[src/rtl/mdram_pkg.sv]
package mdram_pkg;

   typedef enum logic [1:0] {
      CMD_IDLE  = 2'd0,
      CMD_CLOSE = 2'd1,
      CMD_OPEN  = 2'd2,
      CMD_COL   = 2'd3
   } mdram_cmd_e;

endpackage

[src/rtl/mdram_cmd_dec.sv]
module mdram_cmd_dec
   import mdram_pkg::*;
(
   input  logic       close_row,
   input  logic       row_stb,
   input  logic       col_stb,
   output mdram_cmd_e cmd
);

   // fixed priority: close, then open, then column access
   always_comb begin
      if (close_row)    cmd = CMD_CLOSE;
      else if (row_stb) cmd = CMD_OPEN;
      else if (col_stb) cmd = CMD_COL;
      else              cmd = CMD_IDLE;
   end

endmodule

[src/rtl/mdram_cell_array.sv]
module mdram_cell_array #(
   parameter int ROWS        = 4,
   parameter int COLS        = 4,
   parameter int WIDTH       = 8,
   parameter int RA_W        = 2,
   parameter int CA_W        = 2,
   parameter bit RESET_CELLS = 1'b1
) (
   input  logic                    clk,
   input  logic                    rst_n,
   input  logic [RA_W-1:0]         rd_row,
   output logic [COLS*WIDTH-1:0]   rd_line,
   input  logic                    wr_en,
   input  logic [RA_W-1:0]         wr_row,
   input  logic [CA_W-1:0]         wr_col,
   input  logic [WIDTH-1:0]        wr_data
);

   logic [WIDTH-1:0] cells_w [ROWS][COLS];

   for (genvar r = 0; r < ROWS; r++) begin : g_row
      for (genvar c = 0; c < COLS; c++) begin : g_col
         logic             cell_we;
         logic [WIDTH-1:0] cell_q;

         assign cell_we = wr_en && (wr_row == RA_W'(r)) && (wr_col == CA_W'(c));

         if (RESET_CELLS) begin : g_rst
            always_ff @(posedge clk or negedge rst_n) begin
               if (!rst_n)       cell_q <= '0;
               else if (cell_we) cell_q <= wr_data;
            end
         end else begin : g_norst
            always_ff @(posedge clk) begin
               if (cell_we) cell_q <= wr_data;
            end
         end

         assign cells_w[r][c] = cell_q;
      end
   end

   // whole-row read port feeding the row buffer
   for (genvar c = 0; c < COLS; c++) begin : g_rd
      assign rd_line[c*WIDTH +: WIDTH] = cells_w[rd_row][c];
   end

endmodule

[src/rtl/mdram_row_buf.sv]
module mdram_row_buf #(
   parameter int COLS  = 4,
   parameter int WIDTH = 8,
   parameter int CA_W  = 2
) (
   input  logic                  clk,
   input  logic                  rst_n,
   input  logic                  load,
   input  logic [COLS*WIDTH-1:0] line_in,
   input  logic                  close,
   input  logic                  wr_en,
   input  logic [CA_W-1:0]       col,
   input  logic [WIDTH-1:0]      wr_data,
   output logic                  open_o,
   output logic [WIDTH-1:0]      cell_o
);

   logic [WIDTH-1:0] line_q [COLS];
   logic             open_q;

   always_ff @(posedge clk or negedge rst_n) begin
      if (!rst_n) begin
         for (int c = 0; c < COLS; c++) line_q[c] <= '0;
      end else if (load) begin
         for (int c = 0; c < COLS; c++) line_q[c] <= line_in[c*WIDTH +: WIDTH];
      end else if (wr_en) begin
         line_q[col] <= wr_data;
      end
   end

   always_ff @(posedge clk or negedge rst_n) begin
      if (!rst_n)     open_q <= 1'b0;
      else if (close) open_q <= 1'b0;
      else if (load)  open_q <= 1'b1;
   end

   assign open_o = open_q;
   assign cell_o = line_q[col];

endmodule

[src/rtl/mux_addr_dram.sv]
module mux_addr_dram
   import mdram_pkg::*;
#(
   parameter int ROWS        = 4,
   parameter int COLS        = 4,
   parameter int WIDTH       = 8,
   parameter bit RESET_CELLS = 1'b1,
   localparam int RA_W       = $clog2(ROWS),
   localparam int CA_W       = $clog2(COLS),
   localparam int ADDR_W     = (RA_W > CA_W) ? RA_W : CA_W
) (
   input  logic              clk,
   input  logic              rst_n,
   input  logic              close_row,
   input  logic              row_stb,
   input  logic              col_stb,
   input  logic              we,
   input  logic [ADDR_W-1:0] addr,
   input  logic [WIDTH-1:0]  wdata,
   output logic [WIDTH-1:0]  rdata,
   output logic              rvalid,
   output logic              col_err
);

   if (ROWS < 2 || (1 << RA_W) != ROWS) begin : g_chk_rows
      $error("ROWS must be a power of two, at least 2");
   end
   if (COLS < 2 || (1 << CA_W) != COLS) begin : g_chk_cols
      $error("COLS must be a power of two, at least 2");
   end
   if (WIDTH < 1) begin : g_chk_width
      $error("WIDTH must be positive");
   end

   localparam int LINE_W = COLS * WIDTH;

   mdram_cmd_e        cmd;
   logic [RA_W-1:0]   row_idx;
   logic [CA_W-1:0]   col_idx;
   logic [RA_W-1:0]   open_row_q;
   logic [LINE_W-1:0] arr_line;
   logic [WIDTH-1:0]  buf_cell;
   logic              row_open;
   logic              do_open, do_close, col_hit, col_miss, do_write, do_read;
   logic [WIDTH-1:0]  rdata_q;
   logic              rvalid_q, err_q;

   assign row_idx = addr[RA_W-1:0];
   assign col_idx = addr[CA_W-1:0];

   mdram_cmd_dec u_dec (
      .close_row (close_row),
      .row_stb   (row_stb),
      .col_stb   (col_stb),
      .cmd       (cmd)
   );

   assign do_open  = (cmd == CMD_OPEN);
   assign do_close = (cmd == CMD_CLOSE);
   assign col_hit  = (cmd == CMD_COL) && row_open;
   assign col_miss = (cmd == CMD_COL) && !row_open;
   assign do_write = col_hit && we;
   assign do_read  = col_hit && !we;

   mdram_cell_array #(
      .ROWS        (ROWS),
      .COLS        (COLS),
      .WIDTH       (WIDTH),
      .RA_W        (RA_W),
      .CA_W        (CA_W),
      .RESET_CELLS (RESET_CELLS)
   ) u_array (
      .clk     (clk),
      .rst_n   (rst_n),
      .rd_row  (row_idx),
      .rd_line (arr_line),
      .wr_en   (do_write),
      .wr_row  (open_row_q),
      .wr_col  (col_idx),
      .wr_data (wdata)
   );

   mdram_row_buf #(
      .COLS  (COLS),
      .WIDTH (WIDTH),
      .CA_W  (CA_W)
   ) u_rowbuf (
      .clk     (clk),
      .rst_n   (rst_n),
      .load    (do_open),
      .line_in (arr_line),
      .close   (do_close),
      .wr_en   (do_write),
      .col     (col_idx),
      .wr_data (wdata),
      .open_o  (row_open),
      .cell_o  (buf_cell)
   );

   always_ff @(posedge clk or negedge rst_n) begin
      if (!rst_n)       open_row_q <= '0;
      else if (do_open) open_row_q <= row_idx;
   end

   always_ff @(posedge clk or negedge rst_n) begin
      if (!rst_n) begin
         rdata_q  <= '0;
         rvalid_q <= 1'b0;
         err_q    <= 1'b0;
      end else begin
         rvalid_q <= do_read;
         err_q    <= col_miss;
         if (do_read)       rdata_q <= buf_cell;
         else if (col_miss) rdata_q <= '0;
      end
   end

   assign rdata   = rdata_q;
   assign rvalid  = rvalid_q;
   assign col_err = err_q;

endmodule

[config.mk]
export PLATFORM = sky130hd
export DESIGN_NAME = mux_addr_dram
export DESIGN_NICKNAME = d
export VERILOG_FILES = /design/src/rtl/mdram_pkg.sv /design/src/rtl/mdram_cmd_dec.sv /design/src/rtl/mdram_cell_array.sv /design/src/rtl/mdram_row_buf.sv /design/src/rtl/mux_addr_dram.sv
export SDC_FILE = /design/constraint.sdc
export NUM_CORES = 1
export LEC_CHECK = 0
export BUFFER_PORTS_ARGS = -buffer_cell sky130_fd_sc_hd__buf_2
export CAP_MARGIN = 20
export CORE_MARGIN = 2
export CORE_UTILIZATION = 62
export DETAILED_ROUTE_END_ITERATION = 7
export PLACE_DENSITY = 0.8
export RECOVER_POWER = 50
export SYNTH_ARGS = -nofsm -noshare
export SYNTH_HDL_FRONTEND = slang
export SYNTH_HIERARCHICAL = 1
export SYNTH_SLANG_ARGS = --single-unit
[constraint.sdc]
create_clock -name clk -period 2.3 [get_ports clk]
set_input_delay 0.46 -clock clk [delete_from_list [all_inputs] [get_ports clk]]
set_output_delay 0.46 -clock clk [all_outputs]
set_load 0.01 [all_outputs]
==> results of run 1 <==
==> path summary, 6_finish.rpt <==
kind	start	endpoint	slack, ps	cells after the start
max	col_stb	u_rowbuf/line_q[3]$_DFFE_PN0P_	280	8
min	we	rvalid$_DFF_PN0_	360	2
max reg2reg	u_rowbuf/open_o$_DFFE_PN0P_	u_array/g_row[3].g_col[0].cell_q[2]$_DFFE_PN0P_	410	8
min reg2reg	u_rowbuf/open_o$_DFFE_PN0P_	col_err$_DFF_PN0_	490	1
max in group asynchronous	rst_n	u_array/g_row[2].g_col[1].cell_q[4]$_DFFE_PN0P_	410	3
min in group asynchronous	rst_n	u_array/g_row[1].g_col[0].cell_q[7]$_DFFE_PN0P_	880	2
==> cells in the final DEF (no fill, tap or decap), types with 9 or more instances in the layout <==
master,instances
mux4_2,32
nor2b_1,34
mux2_2,130
nor2_2,9
buf_12,11
dfrtp_1,173
clkbuf_16,17
nand2_1,35
a21oi_1,56
buf_4,20
buf_2,24
==> power by group <==
group | leakage (nW) | switching (mW) | total, mW | internal [mW]
Combinational | 1.78 | 0.385 | 0.750 | 0.365
Clock | 0.280 | 1.11 | 2.78 | 1.67
Sequential | 2.33 | 0.170 | 3.47 | 3.30
Total | 4.39 | 1.67 | 7.01 | 5.34
==> through the flow <==
step	cell area (sq um)	hold WS (ps)
finish	9070	359
global route	9070	368
CTS	9110	265
detailed placement	8530	437
global placement	8530	439
floorplan	7940	164
==> state kept, by name, indices dropped and copies added (netlist names) <==
signal                      cells
u_array/g_row.g_col.cell_q    128
rdata                           8
col_err                         1
u_rowbuf/line_q                32
rvalid                          1
open_row_q                      2
u_rowbuf/open_o                 1
==> final cells by class <==
cell class	count	area (sq um)
Multi-Input combinational cell	351	3420
Inverter	2	7.51
Clock buffer	24	482
Fill cell	813	3500
Sequential cell	173	4330
Timing Repair Buffer	60	529
Clock inverter	7	87.6
Tap cell	172	215
==> routing by layer <==
layer  vias up  GRT usage  share of wire
li1       2137          -              -
met3        32     0.0618          0.046
met1      2588      0.373           0.43
met4         0     0.0957          0.020
met2       147      0.451           0.50
met5         -          0              0
==> kinds of logic after synthesis <==
| logic type | Yosys count |
|---|---|
| muxes | 170 |
| buffers and inverters | 37 |
| and+or+nand+nor | 107 |
| AOI/OAI and AO/OA | 74 |
| DFF | 173 |
==> results by group, run 1 <==
Run status
  – Status: completed

Synthesis
  – Register area share after synthesis: 0.545
  – Distinct cells, synth: 29
  – Mean post-synth cell area: 14.1 sq um
  – YS warnings: 6
  – Area leader, netlist: dfrtp_1
  – Post-synth top cells: 173 x dfrtp_1, 130 x mux2_2, 56 x a21oi_1, 35 x nand2_1, 34 x nor2b_1
  – Synth Area in Compound Gates: 0.0549
  – Dominant cell by count in the synthesized netlist: dfrtp_1
  – Post-synthesis mux area share: 0.302
  – Post-synthesis adder-cell area fraction: 0
  – Synth Area in Simple Gates: 0.0749
  – Number of synthesized flops with an enable pin: 0
  – Prevailing post-synth register cell: dfrtp_1
  – Mapped cell area: 0.00794 sq mm
  – Flops & latches, synth: 173
  – Post-synth ARST share: 1.00
  – Synth Area in XOR/XNOR: 0
  – Top cell type's share of synthesized area: 0.545
  – Syn Inst Count: 561
  – Main combinational cell family by area after synthesis: multiplexers
  – Area contributors post-synth: dfrtp_1 55%, mux2_2 18%, mux4_2 9.1%
  – Net count of the mapped netlist: 577

Worst setup path
  – Crit path required time: 2600 ps
  – Most used cell, CP: nor2_1
  – CP bufs+invs: 3
  – Crit end category: flop
  – Worst Path Arrival: 2320 ps
  – Critical path fanouts, max: 67
  – Crit-path max cell delay: 860 ps
  – CP Class: primary input to flop
  – Cell-by-cell trace of the critical path: buf_2 > nor2_1 > nor2_1 > clkbuf_4 > and2b_2 > clkbuf_2 > nor2b_1 > a21oi_1
  – Startpoint Class: primary input
  – Max stage delay cell, worst path: clkbuf_2
  – Delay-heaviest family, CP: buffers and inverters

Die
  – Die height: 117 microns
  – Core footprint: 0.0126 sq mm
  – Die Span X: 117 microns
  – IO Pins: 26
  – Die ar.: 0.0137 sq mm
  – Starting Density: 0.631
  – FP Rows: 41

Timing
  – Worst Setup Slack, final: 280 ps
  – Slew Limit Fails: 0
  – Worst rel slew slack: 0.125
  – Setup_tns: 0 ps
  – Final setup viols: 0
  – Final min period: 2020 ps
  – RSZ-0062 raised after global routing: false
  – Max frequency: 495 MHz
  – Clock Skews: 8.50 ps
  – Final period util: 0.878
  – Number of hold violations in the final report: 0
  – Worst Tran Pin Value: 1310 ps

Place
  – GP Congestion: 0.843
  – DP HPWL: 11200 microns
  – Placed Cells: 757
  – Post-Place Setup Slack: 73.5 ps
  – IO Port Bufs: 25

Detailed routing
  – DR WL/cell: 22.3 microns
  – Detailed Route WL: 17600 microns
  – Via density: 6.22
  – Drt drc: 0
  – TritonRoute pass-1 iters: 5
  – Iteration-0 DRC Markers: 403
  – Total number of vias: 4904
  – Detail Route Antenna Nets: 0

CTS
  – TritonCTS clock tree: built
  – Root Buffer: clkbuf_16
  – H-tree depth: 4
  – Post-CTS setup buffer count: 0
  – Hold_buf cts: 1
  – CTS Buffer Depth: 2
  – CTS resizes: 0
  – Clk sinks: 173
  – Clock latency at the later pin of the worst-skew pair: 430 ps
  – Num CTS Buffers: 17
  – CTS clk-pin slew, worst paths: 60 ps

Power
  – PD cells: 773 mW/mm^2
  – Leakage: 4.39 nW
  – Worst ir drop on vdd: 0.000552 V
  – Post-layout total power: 7.01 mW

Flow run
  – Max-Cap Viols: 0

Final layout
  – Layout Utilization: 0.722
  – Fin nets: 621
  – Antenna Cells: 0
  – Layout cells sized above 1: 0.433
  – Final Instance Count excl. Fillers: 789
  – Synthesis-to-layout area growth: 14.3%

Global route
  – Vias in the first global route: 5114
  – First-pass GRT wire length: 27800 microns
  – Grt ovf: 0
  – GRT Resource Usage Total: 0.277
  – Initial antenna violation count: 0
  – Largest net degree at the start of global routing: 68

Min path
  – Hold crit path type: primary input to flop
Power figures use the tool's default switching activity.
==> inputs of run 2 (changes only) <==
- CORE_UTILIZATION: 62 -> 65
- PLACE_DENSITY: 0.8 -> 0.83
- clock period: 2.3 -> 2.45 ns (I/O delays scaled with it)
==> results by group, run 2 (synthesis gave the netlist of run 1 again) <==
Timing
  – Worst rel slew slack: 0.0391
  – Final period util: 0.869
  – RSZ-0062 raised after global routing: false
  – Number of hold violations in the final report: 0
  – Final min period: 2130 ps
  – Max frequency: 470 MHz
  – Worst Setup Slack, final: 321 ps
  – Worst Tran Pin Value: 1440 ps
  – Slew Limit Fails: 0
  – Setup_tns: 0 ps
  – Clock Skews: 6.87 ps
  – Final setup viols: 0

Die
  – IO Pins: 26
  – Die ar.: 0.0131 sq mm
  – FP Rows: 40
  – Die Span X: 114 microns
  – Die height: 114 microns
  – Starting Density: 0.663
  – Core footprint: 0.0120 sq mm

Final layout
  – Most flops, register: u_array/g_row.g_col.cell_q
  – Final instance area: 0.00883 sq mm
  – Largest register FFs: 128
  – Synthesis-to-layout area growth: 11.2%
  – Layout Utilization: 0.738
  – Commonest non-fill, non-tap cell in the layout: dfrtp_1
  – Fin nets: 612
  – Layout cells sized above 1: 0.418
  – Antenna Cells: 0
  – Commonest non-fill, non-tap cells in the layout: 173 x dfrtp_1, 130 x mux2_2, 56 x a21oi_1

Worst setup path
  – Worst Path Arrival: 2440 ps
  – CP bufs+invs: 0
  – Crit-path max cell delay: 530 ps
  – Startpoint Class: flop
  – Delay-heaviest family, CP: simple AND/OR/NAND/NOR gates
  – Crit end category: flop
  – Crit path required time: 2760 ps
  – Critical path fanouts, max: 8
  – Cell-by-cell trace of the critical path: nand3_1 > nor2_1 > nand3b_1 > or3_1 > mux2_2
  – CP Class: flop to flop
  – Max stage delay cell, worst path: or3_1

Place
  – GP Congestion: 0.919
  – DP HPWL: 10800 microns
  – Post-Place Setup Slack: -14.6 ps
  – IO Port Bufs: 25
  – Placed cell area: 0.00834 sq mm

Detailed routing
  – Iteration-0 DRC Markers: 447
  – Detail Route Antenna Nets: 0
  – Via density: 6.50
  – TritonRoute pass-1 iters: 5
  – DR WL/cell: 22.8 microns
  – Total number of vias: 4904
  – Detailed Route WL: 17200 microns
  – Drt drc: 0

CTS
  – Clk sinks: 173
  – CTS clk-pin slew, worst paths: 60 ps
  – H-tree depth: 4
  – Post-CTS setup buffer count: 0
  – Root Buffer: clkbuf_16
  – CTS resizes: 0
  – Num CTS Buffers: 17
  – CTS Buffer Depth: 2
  – Clock latency at the later pin of the worst-skew pair: 430 ps
  – TritonCTS clock tree: built
  – Hold_buf cts: 0

Global route
  – Grt ovf: 0
  – Initial antenna violation count: 0
  – GRT Resource Usage Total: 0.287
  – Largest net degree at the start of global routing: 63
  – First-pass GRT wire length: 27700 microns
  – Vias in the first global route: 5103

Power
  – Leakage: 4.29 nW
  – P_int: 4.84 mW
  – Comb power frac: 0.109
  – Switching share of total power: 0.244
  – Switching power: 1.56 mW
  – PD cells: 725 mW/mm^2
  – Worst ir drop on vdd: 0.000464 V
  – Post-layout total power: 6.40 mW
  – Reg power frac: 0.510
  – Clk pwr share: 0.381

Flow run
  – Max-Cap Viols: 0

Min path
  – Hold crit path type: primary input to flop

Run status
  – Status: completed
-- run 2: layer usage --
metal	wire length [microns]	share of wire	global-route usage
met1	7180	0.42	0.384
met2	8540	0.50	0.458
met3	941	0.055	0.0656
met4	498	0.029	0.120
met5	0	0	0
-- run 2: layout make-up --
class / count / area [sq um]
well taps: 147 / 184
repair buffers: 51 / 364
fillers: 735 / 3140
flip-flops and latches: 173 / 4330
clock buffers: 22 / 454
multi-input cells: 351 / 3420
inverters: 2 / 7.51
clock inverters: 8 / 70.1
-- run 2: through the flow --
step                      instances  hold WS, ps
after floorplan                 561          194
after global placement          724          472
after detailed placement        724          469
after CTS                       754         47.1
after global routing            754          379
final                           754          369
-- run 2: final timing paths --
kind / from / endpoint / slack [ps] / cells past startpoint
worst max-delay path: u_rowbuf/open_o$_DFFE_PN0P_ / u_array/g_row[0].g_col[1].cell_q[3]$_DFFE_PN0P_ / 320 / 5
worst min-delay path: we / rvalid$_DFF_PN0_ / 370 / 2
worst max register to register: u_rowbuf/open_o$_DFFE_PN0P_ / u_array/g_row[0].g_col[1].cell_q[3]$_DFFE_PN0P_ / 320 / 5
worst min register to register: rdata[0]$_DFFE_PN0P_ / rdata[0]$_DFFE_PN0P_ / 490 / 1
max in group asynchronous: rst_n / u_array/g_row[0].g_col[2].cell_q[5]$_DFFE_PN0P_ / 560 / 2
min in group asynchronous: rst_n / u_array/g_row[0].g_col[0].cell_q[1]$_DFFE_PN0P_ / 400 / 1
-- run 2: power by group through the flow --
stage	clock network, mW	logic, mW	registers [mW]
2_1_floorplan	0	0.469	3.24
3_3_place_gp	0	0.665	3.29
3_5_place_dp	0	0.696	3.31
4_1_cts	2.47	0.706	3.26
5_1_grt	2.59	0.758	3.29
6_report	2.44	0.696	3.26
==> inputs of run 3 (changes only) <==
- RECOVER_POWER: 50 -> not set
==> results by group, run 3 (synthesis gave the netlist of run 1 again) <==
Run status
  – Status: completed

CTS
  – Clock latency at the later pin of the worst-skew pair: 430 ps
  – CTS resizes: 0
  – Num CTS Buffers: 17
  – H-tree depth: 4
  – Clk sinks: 173
  – Root Buffer: clkbuf_16
  – Post-CTS setup buffer count: 0
  – Hold_buf cts: 0
  – CTS clk-pin slew, worst paths: 60 ps
  – CTS Buffer Depth: 2
  – TritonCTS clock tree: built

Final layout
  – Final instance area: 0.00886 sq mm
  – Largest register FFs: 128
  – Commonest non-fill, non-tap cell in the layout: dfrtp_1
  – Commonest non-fill, non-tap cells in the layout: 173 x dfrtp_1, 130 x mux2_2, 56 x a21oi_1
  – Antenna Cells: 0
  – Synthesis-to-layout area growth: 11.6%
  – Final Instance Count excl. Fillers: 754
  – Layout cells sized above 1: 0.427
  – Most flops, register: u_array/g_row.g_col.cell_q
  – Fin nets: 612

Detailed routing
  – TritonRoute pass-1 iters: 5
  – Via density: 6.49
  – Detail Route Antenna Nets: 0
  – Detailed Route WL: 17200 microns
  – Drt drc: 0
  – Total number of vias: 4896
  – Iteration-0 DRC Markers: 424
  – DR WL/cell: 22.8 microns

Timing
  – Final min period: 2090 ps
  – Worst Tran Pin Value: 555 ps
  – Clock Skews: 5.75 ps
  – Hold slack: 29.7 ps
  – Slew Limit Fails: 0
  – Max frequency: 479 MHz
  – RSZ-0062 raised after global routing: false
  – Final period util: 0.853
  – Final setup viols: 0
  – Worst rel slew slack: 0.630
  – Number of hold violations in the final report: 0

Place
  – Placed Cells: 724
  – IO Port Bufs: 25
  – Placed cell area: 0.00834 sq mm
  – GP Congestion: 0.919
  – DP HPWL: 10800 microns

Global route
  – First-pass GRT wire length: 27700 microns
  – Vias in the first global route: 5103
  – Largest net degree at the start of global routing: 63
  – Grt ovf: 0
  – GRT Resource Usage Total: 0.287
  – Initial antenna violation count: 0

Die
  – Die ar.: 0.0131 sq mm
  – Core footprint: 0.0120 sq mm
  – Die height: 114 microns
  – Starting Density: 0.663
  – Die Span X: 114 microns
  – FP Rows: 40
  – IO Pins: 26

Worst setup path
  – Startpoint Class: flop
  – Crit end category: flop
  – Crit path required time: 2760 ps
  – Worst Path Arrival: 2400 ps
  – CP Class: flop to flop
  – Critical path fanouts, max: 8

Power
  – Worst ir drop on vdd: 0.000466 V
  – PD cells: 723 mW/mm^2
  – Leakage: 4.31 nW

Min path
  – Hold crit path type: primary input to asynchronous set/reset pin

Flow run
  – Max-Cap Viols: 0
## run 3: per-layer routing
layer	part of all wire	up-vias	GRT usage
li1	-	2122	-
met2	0.50	184	0.458
met1	0.42	2545	0.384
met5	0	-	0
met4	0.029	0	0.120
met3	0.053	45	0.0656
## run 3: final cells by class
type / instances / area [sq um]
timing repair buffer: 51 / 389
clock inverter: 8 / 70.1
clock buffer: 22 / 454
multi-input combinational: 351 / 3430
sequential: 173 / 4330
inverter: 2 / 7.51
fill: 732 / 3100
tap: 147 / 184
## run 3: power breakdown
group | internal [mW] | leakage, nW | switching, mW | total [mW]
clock network | 1.40 | 0.255 | 1.03 | 2.43
logic | 0.341 | 1.72 | 0.362 | 0.704
registers | 3.10 | 2.33 | 0.164 | 3.27
total | 4.84 | 4.31 | 1.56 | 6.40
## run 3: critical path: stages, from the launching register on
cell and delay [ps]:
dfrtp_1 390, nand3_1 120, nor2_1 340, nand3b_1 240, or3_1 530, mux2_2 340
## run 3: worst paths after layout
| path | startpoint | endpoint | slack [ps] | cells past startpoint |
|---|---|---|---|---|
| worst max-delay path | u_rowbuf/open_o$_DFFE_PN0P_ | u_array/g_row[0].g_col[1].cell_q[3]$_DFFE_PN0P_ | 360 | 5 |
| max in group asynchronous | rst_n | u_array/g_row[1].g_col[3].cell_q[4]$_DFFE_PN0P_ | 1700 | 2 |
| min in group clk | we | rvalid$_DFF_PN0_ | 300 | 2 |
| worst min register to register | u_rowbuf/open_o$_DFFE_PN0P_ | col_err$_DFF_PN0_ | 490 | 1 |
| worst min-delay path | rst_n | u_array/g_row[0].g_col[0].cell_q[1]$_DFFE_PN0P_ | 30 | 1 |
| worst max register to register | u_rowbuf/open_o$_DFFE_PN0P_ | u_array/g_row[0].g_col[1].cell_q[3]$_DFFE_PN0P_ | 360 | 5 |
## run 3: through the flow
| step | worst slack, ps | total power [mW] | TNS, ps | util |
|---|---|---|---|---|
| detailed placement | -14.6 | 4.00 | -33.1 | 0.697 |
| finish | 361 | 6.40 | 0 | 0.741 |
| floorplan | 279 | 3.71 | 0 | - |
| CTS | 385 | 6.43 | 0 | 0.741 |
| global placement | 66.4 | 3.96 | 0 | 0.697 |
| global route | 195 | 6.64 | 0 | 0.741 |
